$ cat config.mk
export PLATFORM = sky130hd
export DESIGN_NAME = i2cm_cmd_fifo_if
export DESIGN_NICKNAME = d
export VERILOG_FILES = /design/src/rtl/i2cm_fifo_pkg.sv /design/src/rtl/i2cm_sync_fifo.sv /design/src/rtl/i2cm_level_flags.sv /design/src/rtl/i2cm_cmd_fifo_if.sv
export SDC_FILE = /design/constraint.sdc
export NUM_CORES = 1
export LEC_CHECK = 0
export ABC_AREA = 1
export BUFFER_PORTS_ARGS = -buffer_cell sky130_fd_sc_hd__buf_4
export CORE_MARGIN = 2
export CORE_UTILIZATION = 40
export CTS_CLUSTER_SIZE = 24
export DETAILED_ROUTE_END_ITERATION = 8
export PLACE_DENSITY = 0.68
export SETUP_SLACK_MARGIN = 0.15
export SYNTH_ARGS = -nofsm -noshare
export SYNTH_HDL_FRONTEND = slang
export SYNTH_HIERARCHICAL = 1
export SYNTH_SLANG_ARGS = --single-unit
$ cat constraint.sdc
create_clock -name clk -period 2.54 [get_ports clk]
set_input_delay 0.254 -clock clk [delete_from_list [all_inputs] [get_ports clk]]
set_output_delay 0.254 -clock clk [all_outputs]
set_load 0.02 [all_outputs]
$ cat src/rtl/i2cm_fifo_pkg.sv
package i2cm_fifo_pkg;

  localparam int unsigned CMD_W = 9;

  localparam logic [7:0] OFS_DATA  = 8'h10;
  localparam logic [7:0] OFS_RXTHR = 8'h38;
  localparam logic [7:0] OFS_TXTHR = 8'h3C;
  localparam logic [7:0] OFS_TXLVL = 8'h74;
  localparam logic [7:0] OFS_RXLVL = 8'h78;
  localparam logic [7:0] OFS_PARAM = 8'hF4;
  localparam logic [7:0] OFS_IDENT = 8'hFC;

  localparam logic [31:0] IDENT_VALUE = 32'h4457_0140;

  // Depth fields are stored as depth minus one so that 256 fits in 8 bits.
  function automatic logic [31:0] pack_depths(input logic [8:0] txd, input logic [8:0] rxd);
    logic [8:0] tm;
    logic [8:0] rm;
    tm = txd - 9'd1;
    rm = rxd - 9'd1;
    return {8'h00, tm[7:0], rm[7:0], 8'h00};
  endfunction

  function automatic logic [7:0] clamp_thr(input logic [7:0] req, input logic [7:0] lim);
    return (req > lim) ? lim : req;
  endfunction

  function automatic logic level_above(input logic [8:0] lvl, input logic [7:0] thr);
    return lvl > {1'b0, thr};
  endfunction

endpackage

$ cat src/rtl/i2cm_sync_fifo.sv
module i2cm_sync_fifo #(
  parameter int unsigned W     = 8,
  parameter int unsigned DEPTH = 4,
  localparam int unsigned AW   = (DEPTH > 1) ? $clog2(DEPTH) : 1,
  localparam int unsigned LW   = $clog2(DEPTH + 1)
) (
  input  logic          clk,
  input  logic          rst_n,
  input  logic          flush,
  input  logic          push,
  input  logic [W-1:0]  push_data,
  input  logic          pop,
  output logic [W-1:0]  head,
  output logic [LW-1:0] level,
  output logic          full,
  output logic          empty
);

  logic [W-1:0]  mem [DEPTH];
  logic [AW-1:0] wr_ptr;
  logic [AW-1:0] rd_ptr;
  logic          do_push;
  logic          do_pop;

  function automatic logic [AW-1:0] step(input logic [AW-1:0] p);
    return (p == AW'(DEPTH - 1)) ? '0 : p + AW'(1);
  endfunction

  assign full    = (level == LW'(DEPTH));
  assign empty   = (level == '0);
  assign do_push = push && !full && !flush;
  assign do_pop  = pop && !empty && !flush;
  assign head    = mem[rd_ptr];

  always_ff @(posedge clk) begin
    if (do_push) mem[wr_ptr] <= push_data;
  end

  always_ff @(posedge clk) begin
    if (!rst_n || flush) begin
      wr_ptr <= '0;
      rd_ptr <= '0;
      level  <= '0;
    end else begin
      if (do_push) wr_ptr <= step(wr_ptr);
      if (do_pop)  rd_ptr <= step(rd_ptr);
      level <= level + LW'(do_push) - LW'(do_pop);
    end
  end

endmodule

$ cat src/rtl/i2cm_level_flags.sv
module i2cm_level_flags
  import i2cm_fifo_pkg::*;
#(
  parameter int unsigned LW    = 3,
  parameter bit          ABOVE = 1'b0
) (
  input  logic [LW-1:0] level,
  input  logic [7:0]    thr,
  output logic          flag
);

  logic over;
  assign over = level_above(9'(level), thr);

  generate
    if (ABOVE) begin : g_above
      assign flag = over;
    end else begin : g_at_or_below
      assign flag = !over;
    end
  endgenerate

endmodule

$ cat src/rtl/i2cm_cmd_fifo_if.sv
module i2cm_cmd_fifo_if
  import i2cm_fifo_pkg::*;
#(
  parameter int unsigned TX_DEPTH = 8,
  parameter int unsigned RX_DEPTH = 8,
  localparam int unsigned TX_LW   = $clog2(TX_DEPTH + 1),
  localparam int unsigned RX_LW   = $clog2(RX_DEPTH + 1)
) (
  input  logic        clk,
  input  logic        rst_n,
  input  logic [7:0]  reg_addr,
  input  logic        reg_wr,
  input  logic [8:0]  reg_wdata,
  input  logic        reg_rd,
  output logic [31:0] reg_rdata,
  output logic        eng_cmd_valid,
  output logic [8:0]  eng_cmd_data,
  input  logic        eng_cmd_take,
  input  logic        eng_rx_push,
  input  logic [7:0]  eng_rx_byte,
  input  logic        xfer_abort,
  output logic        tx_below_thr,
  output logic        rx_above_thr,
  output logic        tx_over_evt,
  output logic        rx_under_evt,
  output logic        rx_over_evt
);

  localparam logic [7:0] TX_THR_MAX = 8'(TX_DEPTH - 1);
  localparam logic [7:0] RX_THR_MAX = 8'(RX_DEPTH - 1);

  logic [TX_LW-1:0] tx_level;
  logic [RX_LW-1:0] rx_level;
  logic             tx_full, tx_empty, rx_full, rx_empty;
  logic [7:0]       rx_head;
  logic [7:0]       tx_thr, rx_thr;

  // Decoded accesses and drop conditions, named for the checker.
  logic data_wr_hit, data_rd_hit;
  logic tx_push_drop, rx_pop_empty, rx_push_drop;

  assign data_wr_hit  = reg_wr && (reg_addr == OFS_DATA);
  assign data_rd_hit  = reg_rd && (reg_addr == OFS_DATA);
  assign tx_push_drop = data_wr_hit && tx_full && !xfer_abort;
  assign rx_pop_empty = data_rd_hit && rx_empty && !xfer_abort;
  assign rx_push_drop = eng_rx_push && rx_full && !xfer_abort;

  i2cm_sync_fifo #(.W(CMD_W), .DEPTH(TX_DEPTH)) u_tx_q (
    .clk      (clk),
    .rst_n    (rst_n),
    .flush    (xfer_abort),
    .push     (data_wr_hit),
    .push_data(reg_wdata),
    .pop      (eng_cmd_take),
    .head     (eng_cmd_data),
    .level    (tx_level),
    .full     (tx_full),
    .empty    (tx_empty)
  );

  i2cm_sync_fifo #(.W(8), .DEPTH(RX_DEPTH)) u_rx_q (
    .clk      (clk),
    .rst_n    (rst_n),
    .flush    (xfer_abort),
    .push     (eng_rx_push),
    .push_data(eng_rx_byte),
    .pop      (data_rd_hit),
    .head     (rx_head),
    .level    (rx_level),
    .full     (rx_full),
    .empty    (rx_empty)
  );

  assign eng_cmd_valid = !tx_empty;

  i2cm_level_flags #(.LW(TX_LW), .ABOVE(1'b0)) u_tx_flag (
    .level(tx_level), .thr(tx_thr), .flag(tx_below_thr)
  );

  i2cm_level_flags #(.LW(RX_LW), .ABOVE(1'b1)) u_rx_flag (
    .level(rx_level), .thr(rx_thr), .flag(rx_above_thr)
  );

  always_ff @(posedge clk) begin
    if (!rst_n) begin
      tx_thr <= '0;
      rx_thr <= '0;
    end else if (reg_wr) begin
      if (reg_addr == OFS_TXTHR) tx_thr <= clamp_thr(reg_wdata[7:0], TX_THR_MAX);
      if (reg_addr == OFS_RXTHR) rx_thr <= clamp_thr(reg_wdata[7:0], RX_THR_MAX);
    end
  end

  always_ff @(posedge clk) begin
    if (!rst_n) begin
      tx_over_evt  <= 1'b0;
      rx_under_evt <= 1'b0;
      rx_over_evt  <= 1'b0;
    end else begin
      tx_over_evt  <= tx_push_drop;
      rx_under_evt <= rx_pop_empty;
      rx_over_evt  <= rx_push_drop;
    end
  end

  always_comb begin
    unique case (reg_addr)
      OFS_DATA:  reg_rdata = rx_empty ? 32'h0 : {24'h0, rx_head};
      OFS_RXTHR: reg_rdata = {24'h0, rx_thr};
      OFS_TXTHR: reg_rdata = {24'h0, tx_thr};
      OFS_TXLVL: reg_rdata = 32'(tx_level);
      OFS_RXLVL: reg_rdata = 32'(rx_level);
      OFS_PARAM: reg_rdata = pack_depths(9'(TX_DEPTH), 9'(RX_DEPTH));
      OFS_IDENT: reg_rdata = IDENT_VALUE;
      default:   reg_rdata = 32'h0;
    endcase
  end

endmodule

=== After elaboration in Yosys (flattened, before gate mapping) ===
Memories as Yosys holds them, arrays and structs flattened. A register that Yosys moved wholly into a read port is not among the register bits.
Cells that the tools add are included.

* Add/sub/neg operators: 8
* Magnitude comparators: 3
* Equal/unequal tests: 13
* Mux-type cells: 15
* Reduce and logical (&&, ||, !) cells: 28

{| class="wikitable"
|+ Operators with widths
! kind !! number
|-
| case mux 31 bit (7 select lines) || 1
|-
| two-way mux 3 bit || 8
|-
| equality test 8 x 6 -> 1 bit, second input constant || 2
|-
| equality test 8 x 7 -> 1 bit, second input constant || 2
|-
| equality test 8 bit, second input constant || 2
|-
| greater-than comparator 4 x 8 -> 1 bit || 2
|-
| logical AND 1 bit || 16
|-
| two-way mux 8 bit || 2
|-
| adder 3 x 1 -> 3 bit, second input constant || 4
|-
| equality test 3 bit, second input constant || 4
|-
| adder 4 x 1 -> 4 bit || 2
|-
| equality test 4 bit, second input constant || 2
|-
| equality test 8 x 5 -> 1 bit, second input constant || 1
|-
| greater-than comparator 8 x 3 -> 1 bit, second input constant || 1
|-
| zero test 4 bit || 2
|-
| subtractor 4 x 1 -> 4 bit || 2
|-
| zero test 1 bit || 7
|-
| two-way mux 1 bit || 4
|-
| AND reduction 2 bit || 2
|-
| logical OR 1 bit || 1
|}

* Register bits after elaboration: 39
* Memory bits (writable): 136
* Bits of input ports: 32
* Output and inout port bits: 47
* Memories: 2

{| class="wikitable"
|+ Memories
! memory !! words !! width !! read ports !! clocked after Yosys merged registers in !! wr ports !! RTL line !! RTL
|-
| u_tx_q.mem || 8 || 9 || 1 || 1 || 1 || i2cm_sync_fifo.sv:19 || <nowiki>logic [W-1:0] mem [DEPTH];</nowiki>
|-
| u_rx_q.mem || 8 || 8 || 1 || 1 || 1 || i2cm_sync_fifo.sv:19 ||
|}

=== Logic depth before layout (Yosys ltp) ===
* Depth in word-level cells: 6
* Gate-level depth with buffers: 16
* Gate-level depth less buffers: 15

=== By module ===
Netlist, hierarchy kept.

{| class="wikitable"
|+ Modules (own cells, without submodules)
! module !! times used !! cells an instance !! area an instance (um^2)
|-
| i2cm_sync_fifo (u_tx_q) || 1 || 413 || 3940.0
|-
| i2cm_sync_fifo (u_rx_q) || 1 || 380 || 3606.0
|-
| i2cm_cmd_fifo_if || 1 || 214 || 1347.5
|-
| i2cm_level_flags (u_rx_flag) || 1 || 25 || 132.6
|-
| i2cm_level_flags (u_tx_flag) || 1 || 24 || 126.4
|}

=== Worst setup path after synthesis ===
No wires, ideal clock.

* Path type: input to register
* From: in reg_addr[7]
* To: reg u_tx_q.level[2]
* Library setup time: 0.115 ns
* Arrival time: 2.254 ns
* Path slack: 0.170 ns
* Cell stages on the path: 16
* Path buffers: 1
* Cell sequence: inv_1 -> nand2_2 -> nor2_1 -> nand2_2 -> nor2_1 -> inv_1 -> nor2_2 -> nand2_2 -> buf_6 -> ha_1 -> inv_1 -> ha_1 -> inv_1 -> fa_1 -> xor2_1 -> nor2_1

* Word-level cells in the longest chain between the ends: 6

{| class="wikitable"
|+ RTL lines
! item !! RTL line !! RTL
|-
| from (decl) || i2cm_cmd_fifo_if.sv:11 || <nowiki>input logic [7:0] reg_addr,</nowiki>
|-
| equality test 8 x 5 -> 1 bit || i2cm_cmd_fifo_if.sv:42 || <nowiki>assign data_wr_hit = reg_wr && (reg_addr == OFS_DATA);</nowiki>
|-
| logical AND 1 bit || i2cm_cmd_fifo_if.sv:42 ||
|-
| net data_wr_hit || i2cm_cmd_fifo_if.sv:39 || <nowiki>logic data_wr_hit, data_rd_hit;</nowiki>
|-
| logical AND 1 bit (2 in a row) || i2cm_sync_fifo.sv:31 || <nowiki>assign do_push = push && !full && !flush;</nowiki>
|-
| adder 4 x 1 -> 4 bit || i2cm_sync_fifo.sv:47 || <nowiki>level <= level + LW'(do_push) - LW'(do_pop);</nowiki>
|-
| subtractor 4 x 1 -> 4 bit || i2cm_sync_fifo.sv:47 ||
|-
| to (signal assigned) || i2cm_sync_fifo.sv:47 ||
|-
| to (decl) || i2cm_sync_fifo.sv:14 || <nowiki>output logic [LW-1:0] level,</nowiki>
|}

The timed path passes the listed nets, and every way through them passes these cells.
A chain may end at the register's enable or synchronous reset.

=== Final worst setup path ===
* From: reg u_rx_q.level[2]
* To: out reg_rdata[6]

* Word-level cells in the longest chain between the ends: 3

{| class="wikitable"
|+ RTL lines
! item !! RTL line !! RTL
|-
| from (decl) || i2cm_sync_fifo.sv:14 ||
|-
| from (signal assigned) || i2cm_sync_fifo.sv:47 ||
|-
| zero test 4 bit || i2cm_sync_fifo.sv:30 || <nowiki>assign empty = (level == '0);</nowiki>
|-
| net rx_empty || i2cm_cmd_fifo_if.sv:34 || <nowiki>logic tx_full, tx_empty, rx_full, rx_empty;</nowiki>
|-
| two-way mux 8 bit || i2cm_cmd_fifo_if.sv:108 || <nowiki>OFS_DATA: reg_rdata = rx_empty ? 32'h0 : {24'h0, rx_head};</nowiki>
|-
| case mux 31 bit (7 select lines) || i2cm_cmd_fifo_if.sv:107 || <nowiki>unique case (reg_addr)</nowiki>
|-
| to (decl) || i2cm_cmd_fifo_if.sv:15 || <nowiki>output logic [31:0] reg_rdata,</nowiki>
|}

The timed path passes the listed nets, and every way through them passes these cells.

==> flow_metrics.py <==
metrics = {
    "timing": {
        "period_share_pct": 89.7,
        "setup_viol": 0,
        "tns_ns": 0,
        "worst_pin_slew_ns": 0.587,
        "hold_viol_final": 0,
        "post-route-min-period_ns": 2.28,
        "clock_skew_ns": 0.0158,
        "slew_viol_final": 0,
        "slew_headroom_pct": 60.8,
        "rsz0062_at_grt": "false",
        "fmax_mhz": 439,
    },
    "clock_network": {
        "cts_made_buffers": 17,
        "cts_tree": "built",
        "cts_num_sinks": 181,
        "post_cts_buffers": 0,
        "clock_path_buffers": 2,
        "clock_latency_ns": 0.44,
        "htree_levels": 4,
        "cts_root_buf": "clkbuf_16",
        "clk_transition_reported_paths_ns": 0.08,
    },
    "drt": {
        "drc": 0,
        "ant_nets": 0,
        "detail_route.wirelength_mm": 19.0,
        "drt_pass1_iterations": 5,
        "vias_per_cell": 4.60,
        "drt-initial-drc-count": 506,
        "routedWlPerCell_um": 13.3,
        "num_vias": 6567,
    },
    "grt": {
        "grt_pass1_vias": 6194,
        "grt_pass1_wl_mm": 30.1,
        "antenna_found_initial": 0,
        "grt_max_degree": 37,
        "grt_usage_pct": 16.3,
        "grt-ovfl-total": 0,
    },
    "power": {
        "peakVddDrop_mv": 0.467,
        "pwr-share-seq_pct": 52.7,
        "switching_power_mw": 1.38,
        "cellLeakagePower_nw": 5.02,
        "cell_internal_pwr_mw": 4.67,
        "pwr-share-clk_pct": 43.9,
        "power.density_nw_per_um2": 579,
        "swShare_pct": 22.8,
        "comb_power_share_pct": 3.3,
        "power.total_mw": 6.05,
    },
    "critical_path": {
        "required_ns": 2.29,
        "path_class": "reg2out",
        "crit_path_start_kind": "flip-flop",
        "end_kind": "output port",
        "crit_fanout": 6,
        "regToRegStartpoint": "u_rx_q/level[2]$_SDFF_PP0_",
        "crit_start": "u_rx_q/level[2]$_SDFF_PP0_",
        "arrival_ns": 2.02,
    },
    "hold_path": {
        "worstHoldPathType": "in2reg",
        "hold_path_startpoint": "eng_rx_byte[4]",
    },
    "place": {
        "portBuffers": 64,
        "dp.final_hpwl_mm": 12.8,
        "gpl.final_weighted_congestion": 0.820,
    },
    "synth": {
        "synthTopCellsByCount": "295 x nand2_1, 229 x inv_1, 136 x edfxtp_1",
        "ys_warn_count": 6,
        "synthAdderAreaFrac_pct": 4.27,
        "synth_compound_area_share_pct": 0.602,
        "yosysMostFrequentCell": "nand2_1",
        "syn_avg_cell_area_sq_um": 8.67,
        "yosys.area_share.xor_xnor_pct": 0.191,
        "synth_top_family_by_area": "simple AND/OR/NAND/NOR gates",
        "synth_area_leader_cell": "edfxtp_1",
        "yosysSeqAreaShare_pct": 54.5,
        "synth_edf_count": 136,
        "synth_flop_cell": "edfxtp_1",
        "synth_area_sq_um": 9150,
        "yosys.area_share.simple_pct": 26.0,
        "netlist_instances": 1056,
        "post-synth-top-area-fraction_pct": 44.6,
        "synth_seq_cells": 181,
        "muxShareOfSynthArea_pct": 0,
        "ys_types": 30,
        "synthArstFlopShare_pct": 0,
        "synthTopCellsByArea": "edfxtp_1 45%, nand2_1 12%, dfxtp_1 9.8%, inv_1 9.4%, nand3_1 6.3%",
    },
    "finish": {
        "syn_to_final_growth_pct": 14.1,
        "drive_above_1_share_pct": 15.0,
        "diodes": 0,
        "n_fill_cell": 2148,
        "layout.nets": 1192,
    },
    "floorplan": {
        "die_w_um": 155,
        "die_y_um": 155,
        "coreArea_sq_um": 22600,
        "pin_count": 79,
        "dieArea_sq_um": 24100,
        "initial_core_util_pct": 40.5,
        "rows": 55,
    },
    "job": {
        "drv_cap": 0,
    },
    "outcome": {
        "status": "finished, final reports clean",
    },
}
==> kinds of logic after synthesis <==
logic type	after synthesis
buf+inv	286
flops	181
other cells	1
xor+xnor	2
fa+ha+maj	30
simple gates	545
compound gates	11
==> repair_timing <==
item / in CTS / in global routing
gates cloned: 0 / 0
hold buffers: 0 / 0
setup endpoints to repair: 4 / 3
gates resized for setup: 1 / 1
==> layout make-up <==
class                           count  area (sq um)  share of cell area, %
Clock inverter                     14           176                   1.69
Inverter                          235           897                   8.59
Clock buffer                       18           429                   4.11
Timing Repair Buffer               93           698                   6.69
Tap cell                          285           357                   3.42
Multi-Input combinational cell    602          2890                   27.7
Sequential cell                   181          4990                   47.8
==> worst max-delay path, stage by stage (launching register included) <==
cell	delay (ns)
dfxtp_1	0.36
inv_1	0.09
ha_1	0.20
nand2_1	0.10
inv_1	0.07
inv_1	0.15
nand2_1	0.13
nand3b_1	0.17
nand4_1	0.13
buf_4	0.17
==> sequential cells by signal, summed over array words and instances (netlist names), 4 cells and up, named ones only <==
name and cells:
u_tx_q/mem 72, u_tx_q/level 4, tx_thr 8, u_rx_q/mem 64
rx_thr 8, u_rx_q/level 4
==> cells in the final DEF, fill, tap and decap left out, types with 14 or more instances in the layout <==
master,n
nor3_1,17
inv_1,229
nor2_1,69
clkbuf_16,17
nand3_1,115
edfxtp_1,136
dfxtp_1,44
ha_1,28
buf_4,93
nand2_1,295
nand2_2,29
conb_1,14
==> metal layers <==
metal  track usage [%]  share of wire (%)
met5                 0                  0
met4              6.38                2.3
met3              4.07                5.7
met2              27.9                 49
met1              19.8                 43
==> worst paths after layout <==
kind | end | slack, ns | depth (start not counted)
worst max register to register | u_rx_q/level[2]$_SDFF_PP0_ | 0.32 | 11
worst max-delay path | reg_rdata[6] | 0.26 | 9
worst min-delay path | u_rx_q/mem[6][4]$_DFFE_PP_ | 0.04 | 1
worst min register to register | rx_thr[3]$_SDFFE_PN0P_ | 0.48 | 2
==> metrics by stage <==
stage	setup slack (ns)	instances	cell area [sq um]	util, %	hold WS (ns)
6_report	0.261	1428	10400	46.2	0.0437
5_1_grt	0.154	1428	10400	46.2	0.0255
4_1_cts	0.241	1428	10400	46.2	0.0218
3_5_place_dp	0.0772	1396	9830	43.5	0.465
3_3_place_gp	0.173	1396	9830	43.5	0.463
2_1_floorplan	0.170	1069	9200	-	0.353
==> power by group through the flow <==
| stage | Sequential (mW) | Clock [mW] | Combinational, mW |
|---|---|---|---|
| after global placement | 3.26 | 0 | 0.199 |
| after detailed placement | 3.26 | 0 | 0.203 |
| after global routing | 3.19 | 2.82 | 0.226 |
| after floorplan | 3.26 | 0 | 0.122 |
| final | 3.19 | 2.66 | 0.202 |
| after CTS | 3.19 | 2.70 | 0.203 |
Note: power is estimated with default switching activity, not from simulation.
